--- config.mk ---
export PLATFORM = sky130hd
export DESIGN_NAME = cla2_adder
export DESIGN_NICKNAME = d
export VERILOG_FILES = /design/src/rtl/cla_pkg.sv /design/src/rtl/cla_pg.sv /design/src/rtl/cla_group.sv /design/src/rtl/cla_block.sv /design/src/rtl/cla2_adder.sv
export SDC_FILE = /design/constraint.sdc
export NUM_CORES = 1
export LEC_CHECK = 0
export ABC_CLOCK_PERIOD_IN_PS = 2100
export BUFFER_PORTS_ARGS = -buffer_cell sky130_fd_sc_hd__buf_2
export CAP_MARGIN = 15
export CELL_PAD_IN_SITES_DETAIL_PLACEMENT = 0
export CELL_PAD_IN_SITES_GLOBAL_PLACEMENT = 2
export CORE_ASPECT_RATIO = 1.25
export CORE_MARGIN = 1.5
export CORE_UTILIZATION = 23
export DETAILED_ROUTE_END_ITERATION = 8
export PLACE_DENSITY_LB_ADDON = 0.1
export SLEW_MARGIN = 20
export SYNTH_ARGS = -nofsm -noshare
export SYNTH_HDL_FRONTEND = slang
export SYNTH_HIERARCHICAL = 1
export SYNTH_SLANG_ARGS = --single-unit
--- constraint.sdc ---
create_clock -name clk -period 2.1 [get_ports clk]
set_clock_uncertainty 0.2 [all_clocks]
set_input_delay 0.105 -clock clk [delete_from_list [all_inputs] [get_ports clk]]
set_output_delay 0.105 -clock clk [all_outputs]
set_load 0.03 [all_outputs]
--- src/rtl/cla_pkg.sv ---
package cla_pkg;
  localparam int unsigned DEF_GRP_W = 4;
  localparam int unsigned DEF_N_GRP = 2;
endpackage

--- src/rtl/cla_pg.sv ---
module cla_pg #(
  parameter int unsigned W = 8
) (
  input  logic [W-1:0] a,
  input  logic [W-1:0] b,
  output logic [W-1:0] p,
  output logic [W-1:0] g
);
  assign p = a ^ b;
  assign g = a & b;
endmodule

--- src/rtl/cla_group.sv ---
// Lookahead group: every carry is expanded into a flat sum of products.
module cla_group #(
  parameter int unsigned W = 4
) (
  input  logic [W-1:0] p,
  input  logic [W-1:0] g,
  input  logic         cin,
  output logic [W-1:0] c,
  output logic         gp,
  output logic         gg
);
  always_comb begin
    logic cv;
    logic tv;
    for (int k = 0; k < W; k++) begin
      cv = cin;
      for (int m = 0; m < k; m++) cv = cv & p[m];
      for (int j = 0; j < k; j++) begin
        tv = g[j];
        for (int m = j + 1; m < k; m++) tv = tv & p[m];
        cv = cv | tv;
      end
      c[k] = cv;
    end
  end

  always_comb begin
    logic tv;
    gp = &p;
    gg = 1'b0;
    for (int j = 0; j < W; j++) begin
      tv = g[j];
      for (int m = j + 1; m < W; m++) tv = tv & p[m];
      gg = gg | tv;
    end
  end
endmodule

--- src/rtl/cla_block.sv ---
// Block-level lookahead over group propagate/generate pairs.
module cla_block #(
  parameter int unsigned N = 2
) (
  input  logic [N-1:0] gp,
  input  logic [N-1:0] gg,
  input  logic         cin,
  output logic [N:0]   gc
);
  always_comb begin
    logic cv;
    logic tv;
    for (int k = 0; k <= N; k++) begin
      cv = cin;
      for (int m = 0; m < k; m++) cv = cv & gp[m];
      for (int j = 0; j < k; j++) begin
        tv = gg[j];
        for (int m = j + 1; m < k; m++) tv = tv & gp[m];
        cv = cv | tv;
      end
      gc[k] = cv;
    end
  end
endmodule

--- src/rtl/cla2_adder.sv ---
module cla2_adder #(
  parameter int unsigned GRP_W = cla_pkg::DEF_GRP_W,
  parameter int unsigned N_GRP = cla_pkg::DEF_N_GRP
) (
  input  logic                     clk,
  input  logic                     rst,
  input  logic [GRP_W*N_GRP-1:0]   a_i,
  input  logic [GRP_W*N_GRP-1:0]   b_i,
  input  logic                     cin_i,
  output logic [GRP_W*N_GRP-1:0]   sum_o,
  output logic                     cout_o,
  output logic                     c_msb_o
);
  localparam int unsigned DW = GRP_W * N_GRP;

  logic [DW-1:0]    p_w;
  logic [DW-1:0]    g_w;
  logic [DW-1:0]    cbit_w;
  logic [N_GRP-1:0] gp_w;
  logic [N_GRP-1:0] gg_w;
  logic [N_GRP:0]   gc_w;

  cla_pg #(.W(DW)) u_pg (.a(a_i), .b(b_i), .p(p_w), .g(g_w));

  for (genvar gi = 0; gi < N_GRP; gi++) begin : g_grp
    cla_group #(.W(GRP_W)) u_grp (
      .p   (p_w[gi*GRP_W +: GRP_W]),
      .g   (g_w[gi*GRP_W +: GRP_W]),
      .cin (gc_w[gi]),
      .c   (cbit_w[gi*GRP_W +: GRP_W]),
      .gp  (gp_w[gi]),
      .gg  (gg_w[gi])
    );
  end

  cla_block #(.N(N_GRP)) u_blk (.gp(gp_w), .gg(gg_w), .cin(cin_i), .gc(gc_w));

  always_ff @(posedge clk) begin
    if (rst) begin
      sum_o   <= '0;
      cout_o  <= 1'b0;
      c_msb_o <= 1'b0;
    end else begin
      sum_o   <= p_w ^ cbit_w;
      cout_o  <= gc_w[N_GRP];
      c_msb_o <= cbit_w[DW-1];
    end
  end

  // Lower-group arithmetic reference for the lookahead signals.
  logic [GRP_W:0] lo_sum_w;
  assign lo_sum_w = {1'b0, a_i[GRP_W-1:0]} + {1'b0, b_i[GRP_W-1:0]} + {{GRP_W{1'b0}}, cin_i};

  a_r4_group_prop: assert property (@(posedge clk) disable iff (rst)
    gp_w[0] |-> ((a_i[GRP_W-1:0] + b_i[GRP_W-1:0]) == {GRP_W{1'b1}}));

  a_r5_group_gen: assert property (@(posedge clk) disable iff (rst)
    gg_w[0] |-> gc_w[1]);

  a_r5_upper_cin: assert property (@(posedge clk) disable iff (rst)
    gc_w[1] == lo_sum_w[GRP_W]);

  a_r1_reset_clear: assert property (@(posedge clk)
    rst |=> (sum_o == '0 && !cout_o && !c_msb_o));

  a_r3_sum: assert property (@(posedge clk) disable iff (rst)
    !rst |=> ({cout_o, sum_o} == ({1'b0, $past(a_i)} + {1'b0, $past(b_i)} + {{DW{1'b0}}, $past(cin_i)})));

  a_r6_msb_carry: assert property (@(posedge clk) disable iff (rst)
    !rst |=> (c_msb_o == (({1'b0, $past(a_i[DW-2:0])} + {1'b0, $past(b_i[DW-2:0])}
                          + {{(DW-1){1'b0}}, $past(cin_i)}) >> (DW-1)) != 0));
endmodule

Yosys cells after proc, flatten, opt, wreduce, memory -nomap -nowiden. Index checks and enable logic that the tools add are counted. Widths: inputs -> output; s select.

Logic and storage cells: 50. Flip-flop bits (word level): 10. Input port bits: 19. Output and inout bits: 10.

Bitwise gates (word level): 45. Reductions and logical operators: 2.

Operators by type and width (count): $and 1x1->1 (21); $or 1x1->1 (21); $xor 8x8->8 (2); $and 8x8->8 (1); $reduce_and 4->1 (2).

Depth between registers and ports, before layout. Gate-level depths: netlist of run 1.

Word-level depth: 15. Depth in mapped cells: 9. Gate-level depth less buffers: 9.

By module. The synthesis of run 1 kept the hierarchy.

Modules (own cells, without submodules): cla2_adder (seq. area each 200.2 um^2, instances 1, cells each 29, area an instance 324.1 um^2); cla_group (seq. area each 0.0 um^2, instances 2, cells each 13, area an instance 67.6 um^2); cla_pg (seq. area each 0.0 um^2, instances 1, cells each 8, area an instance 100.1 um^2); cla_block (seq. area each 0.0 um^2, instances 1, cells each 3, area an instance 22.5 um^2).

Worst setup path before layout of run 1. No wires, ideal clock.

Path type: input to register. Start point: input port a_i[3]. End point: register sum_o[6]. Arrival: 1.384 ns. Cell stages on the path: 9. Buffers on the path: 0. Path slack: 0.401 ns. Path through: ha_1 > a21oi_1 > o21ai_0 > a21o_1 > a21oi_2 > inv_2 > a21o_1 > xnor2_1 > nor2_1.

Longest elaborated chain between the ends: 11. Elaborated cells on any way between the ends: 16.

Ends and longest elaborated chain: from (decl) (RTL line cla2_adder.sv:7) `input logic [GRP_W*N_GRP-1:0] a_i,`; $xor 8x8->8 (RTL line cla_pg.sv:9) `assign p = a ^ b;`; $and 1x1->1 (RTL line cla_group.sv:33) `for (int m = j + 1; m < W; m++) tv = tv & p[m];`; $or 1x1->1 (2 in a row) (RTL line cla_group.sv:34) `gg = gg | tv;`; $or 1x1->1 * (RTL line cla_group.sv:34); net gg_w[0] (RTL line cla2_adder.sv:20) `logic [N_GRP-1:0] gg_w;`; $or 1x1->1 * (RTL line cla_block.sv:19) `cv = cv | tv;`; net gc_w[1] (RTL line cla2_adder.sv:21) `logic [N_GRP:0] gc_w;`; $and 1x1->1 * (2 in a row) (RTL line cla_group.sv:17) `for (int m = 0; m < k; m++) cv = cv & p[m];`; $or 1x1->1 * (2 in a row) (RTL line cla_group.sv:21) `cv = cv | tv;`; net cbit_w[6] (RTL line cla2_adder.sv:18) `logic [DW-1:0] cbit_w;`; $xor 8x8->8 * (RTL line cla2_adder.sv:44) `sum_o <= p_w ^ cbit_w;`; to (signal assigned) (RTL line cla2_adder.sv:44); to (decl) (RTL line cla2_adder.sv:10) `output logic [GRP_W*N_GRP-1:0] sum_o,`.

Mark *: on every way through the listed nets, which the timed path passes. The rest lies on a longest branch. A chain may end at the register's enable or synchronous reset.

Final worst setup path of run 1.
Start point: input port a_i[3]. End point: register sum_o[6].

Longest elaborated chain between the ends: 11. Elaborated cells on any way between the ends: 16.

Ends and longest elaborated chain: $xor 8x8->8 * (RTL line cla_pg.sv:9); net p_w[3] (RTL line cla2_adder.sv:16) `logic [DW-1:0] p_w;`; $and 1x1->1 (RTL line cla_group.sv:33); $or 1x1->1 (RTL line cla_group.sv:34); $or 1x1->1 * (2 in a row) (RTL line cla_group.sv:34); net gg_w[0] (RTL line cla2_adder.sv:20); $or 1x1->1 * (RTL line cla_block.sv:19); net gc_w[1] (RTL line cla2_adder.sv:21); $and 1x1->1 * (2 in a row) (RTL line cla_group.sv:17); $or 1x1->1 * (2 in a row) (RTL line cla_group.sv:21); net cbit_w[6] (RTL line cla2_adder.sv:18); $xor 8x8->8 * (RTL line cla2_adder.sv:44).

Marked as above.

==> results of run 1 <==
## what timing repair did
item | 4_1_cts | 5_1_grt
setup endpoints to repair | 0 | 0
hold endpoints to repair | 10 | 0
hold buffers | 2 | 0
## per-layer routing
layer  GRT usage (%)  wire [um]
met1            10.2        485
met2            12.0        430
met3           0.915         64
met4            8.11         23
met5               0          0
## flip-flops by register name (all words and copies together), names as in the netlist
register  flops
c_msb_o       1
cout_o        1
sum_o         8
## cells in the final DEF (no fill, tap or decap), types with 3 or more instances in the layout
cell type and n:
sky130_fd_sc_hd__buf_2 28, sky130_fd_sc_hd__nor2_1 10, sky130_fd_sc_hd__dfxtp_1 10, sky130_fd_sc_hd__xnor2_1 8, sky130_fd_sc_hd__ha_1 8, sky130_fd_sc_hd__nand2_1 6, sky130_fd_sc_hd__a21oi_1 6, sky130_fd_sc_hd__o21ai_0 4
sky130_fd_sc_hd__a21o_1 4, sky130_fd_sc_hd__clkbuf_4 3
## where the power goes
group | internal [uW] | total (uW) | switching (uW) | leakage (uW)
clock | 65.4 | 118 | 52.6 | 0.0000138
sequential | 214 | 218 | 4.06 | 0.0000833
combinational | 84.6 | 206 | 121 | 0.000299
## worst max-delay path by stage
stage                     cells after the start  slack (ns)  startpoint        to
final                                        10        0.42      a_i[3]  sum_o[6]
after CTS                                    10        0.41      a_i[3]  sum_o[6]
after floorplan                               9        0.40      a_i[3]  sum_o[6]
after global placement                       10        0.12      a_i[3]  sum_o[6]
after global routing                         10        0.27      a_i[3]  sum_o[6]
after detailed placement                     10        0.15      a_i[3]  sum_o[6]
## kinds of logic (layout without fill, tap and decap cells)
group | count (synthesis) | in the layout | synth area share (%)
buffers and inverters | 6 | 35 | 7.10
flip-flops | 10 | 10 | 34.4
AND/OR/NAND/NOR | 18 | 18 | 12.5
adder cells (fa/ha/maj) | 8 | 8 | 17.2
XOR/XNOR | 8 | 8 | 12.0
AO/OA/AOI/OAI | 16 | 16 | 16.8
## through the flow
stage	area, um^2	util [%]	hold WS (ns)
floorplan	582	-	0.0948
global placement	729	30.1	0.210
detailed placement	729	30.1	0.204
CTS	772	31.8	0.0924
global route	772	31.8	0.148
finish	772	31.8	0.0977
## cell type report
class | count | share of cell area [%]
well taps | 33 | 5.35
inverters | 2 | 0.972
clock buffers | 3 | 2.92
repair buffers | 30 | 20.7
flip-flops and latches | 10 | 25.9
multi-input cells | 50 | 44.1
## tightest hold or removal path: stages
cell and delay (ns):
sky130_fd_sc_hd__buf_2 0.08, sky130_fd_sc_hd__ha_1 0.18, sky130_fd_sc_hd__xnor2_1 0.08, sky130_fd_sc_hd__nor2_1 0.07
==> load_flow_metrics.sql, run 1 <==
INSERT INTO impl_metrics (metric_group, metric, value, unit) VALUES
('status', 'outcome', 'finished clean', ''),
('sta', 'final_worst_slack', '0.420', 'ns'),
('hold_path', 'min_path_type', 'primary input to flop', ''),
('floorplanning', 'floorplan.initialDensity', '24.0', '%'),
('floorplanning', 'num_io_pins', '29', ''),
('global_routing', 'global_route.overflow_total', '0', ''),
('sta', 'grt_setup_unrepaired', 'no', ''),
('worst_setup_path', 'startpoint_type', 'primary input', ''),
('layout', 'ff_latch_area', '200', 'um^2'),
('clocking', 'htree_num_levels', '1', ''),
('synthesis', 'synth_top_area_share', '34.4', '%'),
('sta', 'finalCriticalPeriod', '1.68', 'ns'),
('worst_setup_path', 'crit_path_frequent_cell', 'sky130_fd_sc_hd__a21o_1', ''),
('placed_design', 'post-place-cells', '123', ''),
('placed_design', 'setup_slack_after_placement', '0.149', 'ns'),
('layout', 'finish.net_count', '124', ''),
('hold_path', 'worstHoldStart', 'b_i[5]', ''),
('clocking', 'clock_sinks', '10', ''),
('floorplanning', 'dieArea', '2840', 'um^2'),
('synthesis', 'post_synth_inst_count', '66', ''),
('drt', 'routedWlPerCell', '7.84', 'um'),
('global_routing', 'first_global_vias', '453', ''),
('drt', 'num_vias', '503', ''),
('drt', 'firstDrtPassIters', '2', ''),
('sta', 'highest_attainable_clock_frequency', '595', 'MHz'),
('power_and_ir_drop', 'pleak', '0.000396', 'uW'),
('clocking', 'tritoncts', 'yes', ''),
('worst_setup_path', 'timing.critical_path.buf_inv', '2', ''),
('worst_setup_path', 'end_kind', 'flop', ''),
('sta', 'hold_violations', '0', ''),
('clocking', 'clk_pin_slew_worst_paths', '0.06', 'ns'),
('layout', 'n_antenna_cell', '0', ''),
('clocking', 'cts_resized', '0', ''),
('worst_setup_path', 'worst_path_largest_cell_delay', '0.34', 'ns'),
('clocking', 'clock-root-buffer', 'sky130_fd_sc_hd__clkbuf_4', ''),
('sta', 'slew_headroom', '81.6', '%'),
('worst_setup_path', 'critPathSlowestCell', 'sky130_fd_sc_hd__ha_1', ''),
('hold_path', 'whs_path_depth', '4', ''),
('layout', 'syn_to_final_growth', '32.7', '%'),
('power_and_ir_drop', 'power.density_cell_area', '702', 'nW/um^2'),
('power_and_ir_drop', 'finalPower', '542', 'uW'),
('clocking', 'cts_setup_buffers', '0', ''),
('sta', 'finalSetupViolations', '0', ''),
('synthesis', 'postSynthNetCount', '93', ''),
('worst_setup_path', 'worstPathCellList', 'buf_2, ha_1, a21oi_1, o21ai_0, a21o_1, a21oi_2, inv_2, a21o_1, xnor2_1, nor2_1', ''),
('layout', 'multi_input_comb_area', '340', 'um^2'),
('synthesis', 'yosys_warnings', '6', ''),
('sta', 'tightestPinTransition', '0.272', 'ns'),
('drt', 'drt_iter0_markers', '7', ''),
('synthesis', 'synth_commonest_cells', '10 x sky130_fd_sc_hd__dfxtp_1, 10 x sky130_fd_sc_hd__nor2_1, 8 x sky130_fd_sc_hd__ha_1, 8 x sky130_fd_sc_hd__xnor2_1', ''),
('global_routing', 'grt_pass1_wl', '1.66', 'mm'),
('synthesis', 'ys_top_cells_by_area', 'sky130_fd_sc_hd__dfxtp_1 34%, sky130_fd_sc_hd__ha_1 17%, sky130_fd_sc_hd__xnor2_1 12%', ''),
('synthesis', 'ys.flop_type', 'sky130_fd_sc_hd__dfxtp_1', ''),
('worst_setup_path', 'signal_arrival_time_at_the_worst_endpoint', '1.62', 'ns'),
('floorplanning', 'die_h', '59.2', 'um'),
('drt', 'route.detailed.drc', '0', ''),
('synthesis', 'post_synth_instance_area', '582', 'um^2'),
('sta', 'final.period_utilization', '80.0', '%'),
('placed_design', 'place_congestion', '0.783', ''),
('layout', 'fin_cells', '128', ''),
('placed_design', 'place.port_buffers', '28', ''),
('drt', 'via_per_inst', '3.93', ''),
('layout', 'layout.filler_cells', '295', ''),
('synthesis', 'synth-seq-cells', '10', ''),
('power_and_ir_drop', 'vdd_drop_max', '0.196', 'mV'),
('floorplanning', 'placeableCoreArea', '2430', 'um^2'),
('worst_setup_path', 'worst_setup_path_class', 'primary input to flop', ''),
('global_routing', 'grt_antenna_before_repair', '0', ''),
('synthesis', 'ys_seq_area_share', '34.4', '%'),
('floorplanning', 'fp.dieW', '48.0', 'um'),
('synthesis', 'asyncSetResetFlopFracSynth', '0', '%');
Note: power is estimated with default switching activity, not from simulation.
==> run 2: changes to the inputs <==
Settings changed: ABC_CLOCK_PERIOD_IN_PS 2100 to 1800.
Clock period 2.1 ns to 1.8 ns, I/O delays scaled along.
==> load_flow_metrics.sql, run 2 (synthesis gave the netlist of run 1 again) <==
INSERT INTO impl_metrics (metric_group, metric, value, unit) VALUES
('power_and_ir_drop', 'pleak', '0.000425', 'uW'),
('clocking', 'cts_resized', '0', ''),
('sta', 'final.setup.tns', '0', 'ns'),
('sta', 'grt_setup_unrepaired', 'no', ''),
('drt', 'num_vias', '529', ''),
('global_routing', 'grt_pass1_wl', '1.61', 'mm'),
('global_routing', 'met3_usage', '0.915', '%'),
('clocking', 'htree_num_levels', '1', ''),
('sta', 'finalCriticalPeriod', '1.60', 'ns'),
('power_and_ir_drop', 'power.density_cell_area', '795', 'nW/um^2'),
('power_and_ir_drop', 'finalPower', '650', 'uW'),
('hold_path', 'min_path_type', 'primary input to flop', ''),
('sta', 'slew_headroom', '81.2', '%'),
('global_routing', 'global_route.usage.total', '8.15', '%'),
('sta', 'hold_violations', '0', ''),
('floorplanning', 'num_io_pins', '29', ''),
('sta', 'final-max-slew-violation-count', '0', ''),
('sta', 'final.period_utilization', '89.1', '%'),
('placed_design', 'place_congestion', '0.749', ''),
('clocking', 'clock_sinks', '10', ''),
('floorplanning', 'floorplan.initialDensity', '24.0', '%'),
('layout', 'n_antenna_cell', '0', ''),
('clocking', 'cts_max_path_buffers', '2', ''),
('floorplanning', 'placeableCoreArea', '2430', 'um^2'),
('global_routing', 'grt_antenna_before_repair', '0', ''),
('clocking', 'cts_setup_buffers', '0', ''),
('drt', 'via_per_inst', '3.95', ''),
('layout', 'finalCoreUtilization', '33.7', '%'),
('status', 'outcome', 'finished clean', ''),
('global_routing', 'grt_most_used_layer', 'met2', ''),
('clocking', 'cts_hold_bufs', '2', ''),
('global_routing', 'grt_max_degree', '11', ''),
('global_routing', 'globalRouteMet1Util', '10.2', '%'),
('clocking', 'clk_pin_slew_worst_paths', '0.06', 'ns'),
('drt', 'drt_iter0_markers', '6', ''),
('drt', 'route.detailed.drc', '0', ''),
('layout', 'layout-drive-gt1-share', '40.6', '%'),
('drt', 'final_antenna_net_count', '0', ''),
('layout', 'syn_to_final_growth', '40.4', '%'),
('clocking', 'cts_made_buffers', '3', ''),
('layout', 'top_regs', 'sum_o x8, c_msb_o x1, cout_o x1', ''),
('placed_design', 'post-place-cells', '129', ''),
('global_routing', 'globalRouteMet2Util', '11.2', '%'),
('layout', 'layout.cells.most_common', 'sky130_fd_sc_hd__buf_2', ''),
('layout', 'commonest_non_fill_non_tap_cells_in_the_layout', '28 x sky130_fd_sc_hd__buf_2, 10 x sky130_fd_sc_hd__nor2_1, 10 x sky130_fd_sc_hd__dfxtp_1', ''),
('worst_setup_path', 'worst_setup_path_class', 'primary input to flop', ''),
('layout', 'layout.filler_cells', '283', ''),
('floorplanning', 'die_h', '59.2', 'um'),
('sta', 'finalSetupViolations', '0', ''),
('layout', 'fin_cells', '134', ''),
('flow_run', 'timing.max_cap.violations', '0', ''),
('clocking', 'tritoncts', 'yes', ''),
('floorplanning', 'dieArea', '2840', 'um^2'),
('drt', 'routedWlPerCell', '7.28', 'um'),
('floorplanning', 'row_count', '20', ''),
('placed_design', 'post-dp-hpwl', '918', 'um'),
('floorplanning', 'fp.dieW', '48.0', 'um'),
('drt', 'firstDrtPassIters', '2', ''),
('clocking', 'clock-root-buffer', 'sky130_fd_sc_hd__clkbuf_4', ''),
('worst_setup_path', 'critical_path_required', '1.74', 'ns'),
('global_routing', 'global_route.overflow_total', '0', ''),
('worst_setup_path', 'signal_arrival_time_at_the_worst_endpoint', '1.55', 'ns'),
('sta', 'tightestPinTransition', '0.278', 'ns'),
('power_and_ir_drop', 'vdd_drop_max', '0.218', 'mV'),
('worst_setup_path', 'crit_fanout', '3', ''),
('worst_setup_path', 'end_kind', 'flop', ''),
('drt', 'detail_route.wirelength', '975', 'um'),
('global_routing', 'first_global_vias', '408', ''),
('layout', 'finish.net_count', '130', ''),
('placed_design', 'place.port_buffers', '28', ''),
('sta', 'highest_attainable_clock_frequency', '623', 'MHz'),
('worst_setup_path', 'startpoint_type', 'primary input', ''),
('layout', 'largest_register_ff_count', '8', ''),
('layout', 'max_flop_register', 'sum_o', '');
==> run 2: layout make-up <==
type / count / area [um^2] / share of cell area (%)
Inverter: 2 / 7.51 / 0.919
Timing Repair Buffer: 36 / 205 / 25.1
Clock buffer: 3 / 22.5 / 2.76
Multi-Input combinational cell: 50 / 340 / 41.7
Sequential cell: 10 / 200 / 24.5
Tap cell: 33 / 41.3 / 5.05
==> run 2: power breakdown <==
group | internal (uW) | switching (uW) | total (uW) | leakage (uW)
combinational | 115 | 143 | 258 | 0.000328
sequential | 249 | 4.79 | 254 | 0.0000833
clock | 76.3 | 61.3 | 138 | 0.0000138
total | 441 | 209 | 650 | 0.000425
==> run 2: final timing paths <==
kind	start	depth (start not counted)	end	slack (ns)
worst min-delay path	b_i[5]	4	sum_o[5]	0.08
worst max-delay path	cin_i	8	sum_o[6]	0.20
==> run 2: stage by stage <==
step / worst slack, ns / hold WS [ns] / instance area (um^2)
2_1_floorplan: 0.116 / 0.0798 / 582
3_3_place_gp: -0.0538 / 0.196 / 774
3_5_place_dp: -0.0536 / 0.191 / 774
4_1_cts: 0.192 / 0.0738 / 817
5_1_grt: 0.0914 / 0.0947 / 817
6_report: 0.196 / 0.0770 / 817
==> run 2: critical path, cell delays in order <==
cell                            delay, ns
sky130_fd_sc_hd__dlygate4sd3_1       0.52
sky130_fd_sc_hd__buf_2               0.14
sky130_fd_sc_hd__a21o_1              0.20
sky130_fd_sc_hd__a21oi_2             0.16
sky130_fd_sc_hd__inv_2               0.05
sky130_fd_sc_hd__a21o_1              0.18
sky130_fd_sc_hd__xnor2_1             0.15
sky130_fd_sc_hd__nor2_1              0.05
==> run 2: routing by layer <==
layer,wire (um),vias to the layer above
met3,65,2
met4,23,0
met5,0,-
li1,-,287
met1,461,221
met2,425,19
==> run 3: changes to the inputs <==
Settings changed: ABC_CLOCK_PERIOD_IN_PS 1800 to 1740.
Clock period 1.8 ns to 1.74 ns, I/O delays scaled along.
==> load_flow_metrics.sql, run 3 (synthesis gave the netlist of run 1 again) <==
INSERT INTO impl_metrics (metric_group, metric, value, unit) VALUES
('status', 'outcome', 'finished clean', ''),
('floorplanning', 'fp.dieW', '48.0', 'um'),
('layout', 'layout.filler_cells', '287', ''),
('clocking', 'clk_pin_slew_worst_paths', '0.06', 'ns'),
('power_and_ir_drop', 'p_seq_share', '38.8', '%'),
('layout', 'max_flop_register', 'sum_o', ''),
('sta', 'finalCriticalPeriod', '1.61', 'ns'),
('power_and_ir_drop', 'finalPower', '679', 'uW'),
('power_and_ir_drop', 'power.share.combinational', '39.7', '%'),
('clocking', 'tritoncts', 'yes', ''),
('power_and_ir_drop', 'netSwitchingPower', '221', 'uW'),
('worst_setup_path', 'critical_path_required', '1.69', 'ns'),
('layout', 'n_antenna_cell', '0', ''),
('placed_design', 'post-dp-hpwl', '944', 'um'),
('sta', 'final.setup.tns', '0', 'ns'),
('layout', 'layout.cells.most_common', 'sky130_fd_sc_hd__buf_2', ''),
('worst_setup_path', 'signal_arrival_time_at_the_worst_endpoint', '1.56', 'ns'),
('placed_design', 'place_congestion', '0.747', ''),
('floorplanning', 'num_io_pins', '29', ''),
('floorplanning', 'floorplan.initialDensity', '24.0', '%'),
('drt', 'drt_iter0_markers', '1', ''),
('global_routing', 'first_global_vias', '416', ''),
('layout', 'layout-drive-gt1-share', '41.2', '%'),
('clocking', 'cts_max_path_buffers', '2', ''),
('hold_path', 'whs_path_depth', '4', ''),
('drt', 'via_per_inst', '3.98', ''),
('power_and_ir_drop', 'clockPowerShare', '21.5', '%'),
('drt', 'firstDrtPassIters', '2', ''),
('placed_design', 'place.port_buffers', '28', ''),
('power_and_ir_drop', 'vdd_drop_max', '0.225', 'mV'),
('layout', 'syn_to_final_growth', '41.7', '%'),
('sta', 'hold_violations', '0', ''),
('global_routing', 'grt_max_degree', '11', ''),
('sta', 'finalSetupViolations', '0', ''),
('floorplanning', 'placeableCoreArea', '2430', 'um^2'),
('placed_design', 'post-place-cells', '130', ''),
('flow_run', 'timing.max_cap.violations', '0', ''),
('sta', 'final-max-slew-violation-count', '0', ''),
('drt', 'detail_route.wirelength', '1.04', 'mm'),
('worst_setup_path', 'worst_setup_path_class', 'primary input to flop', ''),
('layout', 'finish.net_count', '131', ''),
('sta', 'grt_setup_unrepaired', 'no', ''),
('floorplanning', 'row_count', '20', ''),
('drt', 'final_antenna_net_count', '0', ''),
('hold_path', 'min_delay_worst_endpoint', 'sum_o[6]', ''),
('power_and_ir_drop', 'netSwitchingFraction', '32.6', '%'),
('layout', 'fin_cells', '135', ''),
('worst_setup_path', 'startpoint_type', 'primary input', ''),
('clocking', 'clock-root-buffer', 'sky130_fd_sc_hd__clkbuf_4', ''),
('clocking', 'cts_setup_buffers', '0', ''),
('layout', 'commonest_non_fill_non_tap_cells_in_the_layout', '28 x sky130_fd_sc_hd__buf_2, 10 x sky130_fd_sc_hd__nor2_1, 10 x sky130_fd_sc_hd__dfxtp_1', ''),
('sta', 'slew_headroom', '80.4', '%'),
('global_routing', 'grt_antenna_before_repair', '0', ''),
('global_routing', 'global_route.usage.total', '7.78', '%'),
('power_and_ir_drop', 'cell_internal_pwr', '458', 'uW'),
('floorplanning', 'die_h', '59.2', 'um'),
('sta', 'tightestPinTransition', '0.291', 'ns'),
('floorplanning', 'dieArea', '2840', 'um^2'),
('hold_path', 'min_path_type', 'primary input to flop', ''),
('worst_setup_path', 'crit_fanout', '3', ''),
('clocking', 'clock_sinks', '10', ''),
('drt', 'routedWlPerCell', '7.73', 'um'),
('sta', 'final.period_utilization', '92.7', '%'),
('layout', 'finalCoreUtilization', '34.0', '%'),
('layout', 'top_regs', 'sum_o x8, c_msb_o x1, cout_o x1', ''),
('worst_setup_path', 'end_kind', 'flop', ''),
('global_routing', 'grt_pass1_wl', '1.58', 'mm'),
('global_routing', 'global_route.overflow_total', '0', ''),
('clocking', 'htree_num_levels', '1', ''),
('power_and_ir_drop', 'pleak', '0.000430', 'uW'),
('drt', 'route.detailed.drc', '0', ''),
('hold_path', 'worstHoldStart', 'b_i[6]', ''),
('sta', 'highest_attainable_clock_frequency', '620', 'MHz'),
('clocking', 'cts_made_buffers', '3', ''),
('power_and_ir_drop', 'power.density_cell_area', '823', 'nW/um^2'),
('drt', 'num_vias', '537', ''),
('layout', 'largest_register_ff_count', '8', '');
==> run 3: area by class of cell <==
type | count | area, um^2 | area share (%)
Multi-Input combinational cell | 50 | 340 | 41.3
Timing Repair Buffer | 37 | 213 | 25.8
Sequential cell | 10 | 200 | 24.3
Tap cell | 33 | 41.3 | 5.01
Clock buffer | 3 | 22.5 | 2.73
Inverter | 2 | 7.51 | 0.910
==> run 3: stage by stage <==
stage | setup WS (ns) | instance area [um^2] | hold slack (ns)
after floorplan | 0.0592 | 582 | 0.0768
after global placement | -0.108 | 782 | 0.192
after detailed placement | -0.120 | 782 | 0.191
after CTS | 0.123 | 825 | 0.0780
after global routing | 0.0419 | 825 | 0.106
final | 0.127 | 825 | 0.0748
==> run 3: layer usage <==
| layer | part of all wire, % | track usage [%] |
|---|---|---|
| met1 | 50 | 9.65 |
| met2 | 42 | 11.2 |
| met3 | 6.0 | 0.915 |
| met4 | 2.6 | 6.95 |
| met5 | 0 | 0 |
==> run 3: worst max path at each step <==
stage / start / endpoint / slack, ns / cells past startpoint
2_1_floorplan: a_i[3] / sum_o[6] / 0.06 / 9
3_3_place_gp: a_i[3] / sum_o[6] / -0.11 / 10
3_5_place_dp: a_i[1] / sum_o[6] / -0.12 / 10
4_1_cts: cin_i / sum_o[6] / 0.12 / 8
5_1_grt: cin_i / sum_o[6] / 0.04 / 8
6_report: cin_i / sum_o[6] / 0.13 / 8
==> run 3: what timing repair did <==
action                     CTS  global route
resized for setup            0             0
hold endpoints to repair    10             0
hold buffers                 2             0
setup endpoints to repair    0             0
==> run 3: worst max-delay path, stage by stage <==
cell,delay [ns]
sky130_fd_sc_hd__dlygate4sd3_1,0.53
sky130_fd_sc_hd__buf_2,0.15
sky130_fd_sc_hd__a21o_1,0.20
sky130_fd_sc_hd__a21oi_2,0.17
sky130_fd_sc_hd__inv_2,0.05
sky130_fd_sc_hd__a21o_1,0.18
sky130_fd_sc_hd__xnor2_1,0.15
sky130_fd_sc_hd__nor2_1,0.05
==> run 3: power by group through the flow <==
stage	clock [uW]	combinational, uW	sequential [uW]
after floorplan	0	129	330
after global placement	0	271	268
after detailed placement	0	270	269
after CTS	155	274	264
after global routing	160	296	266
final	146	270	263
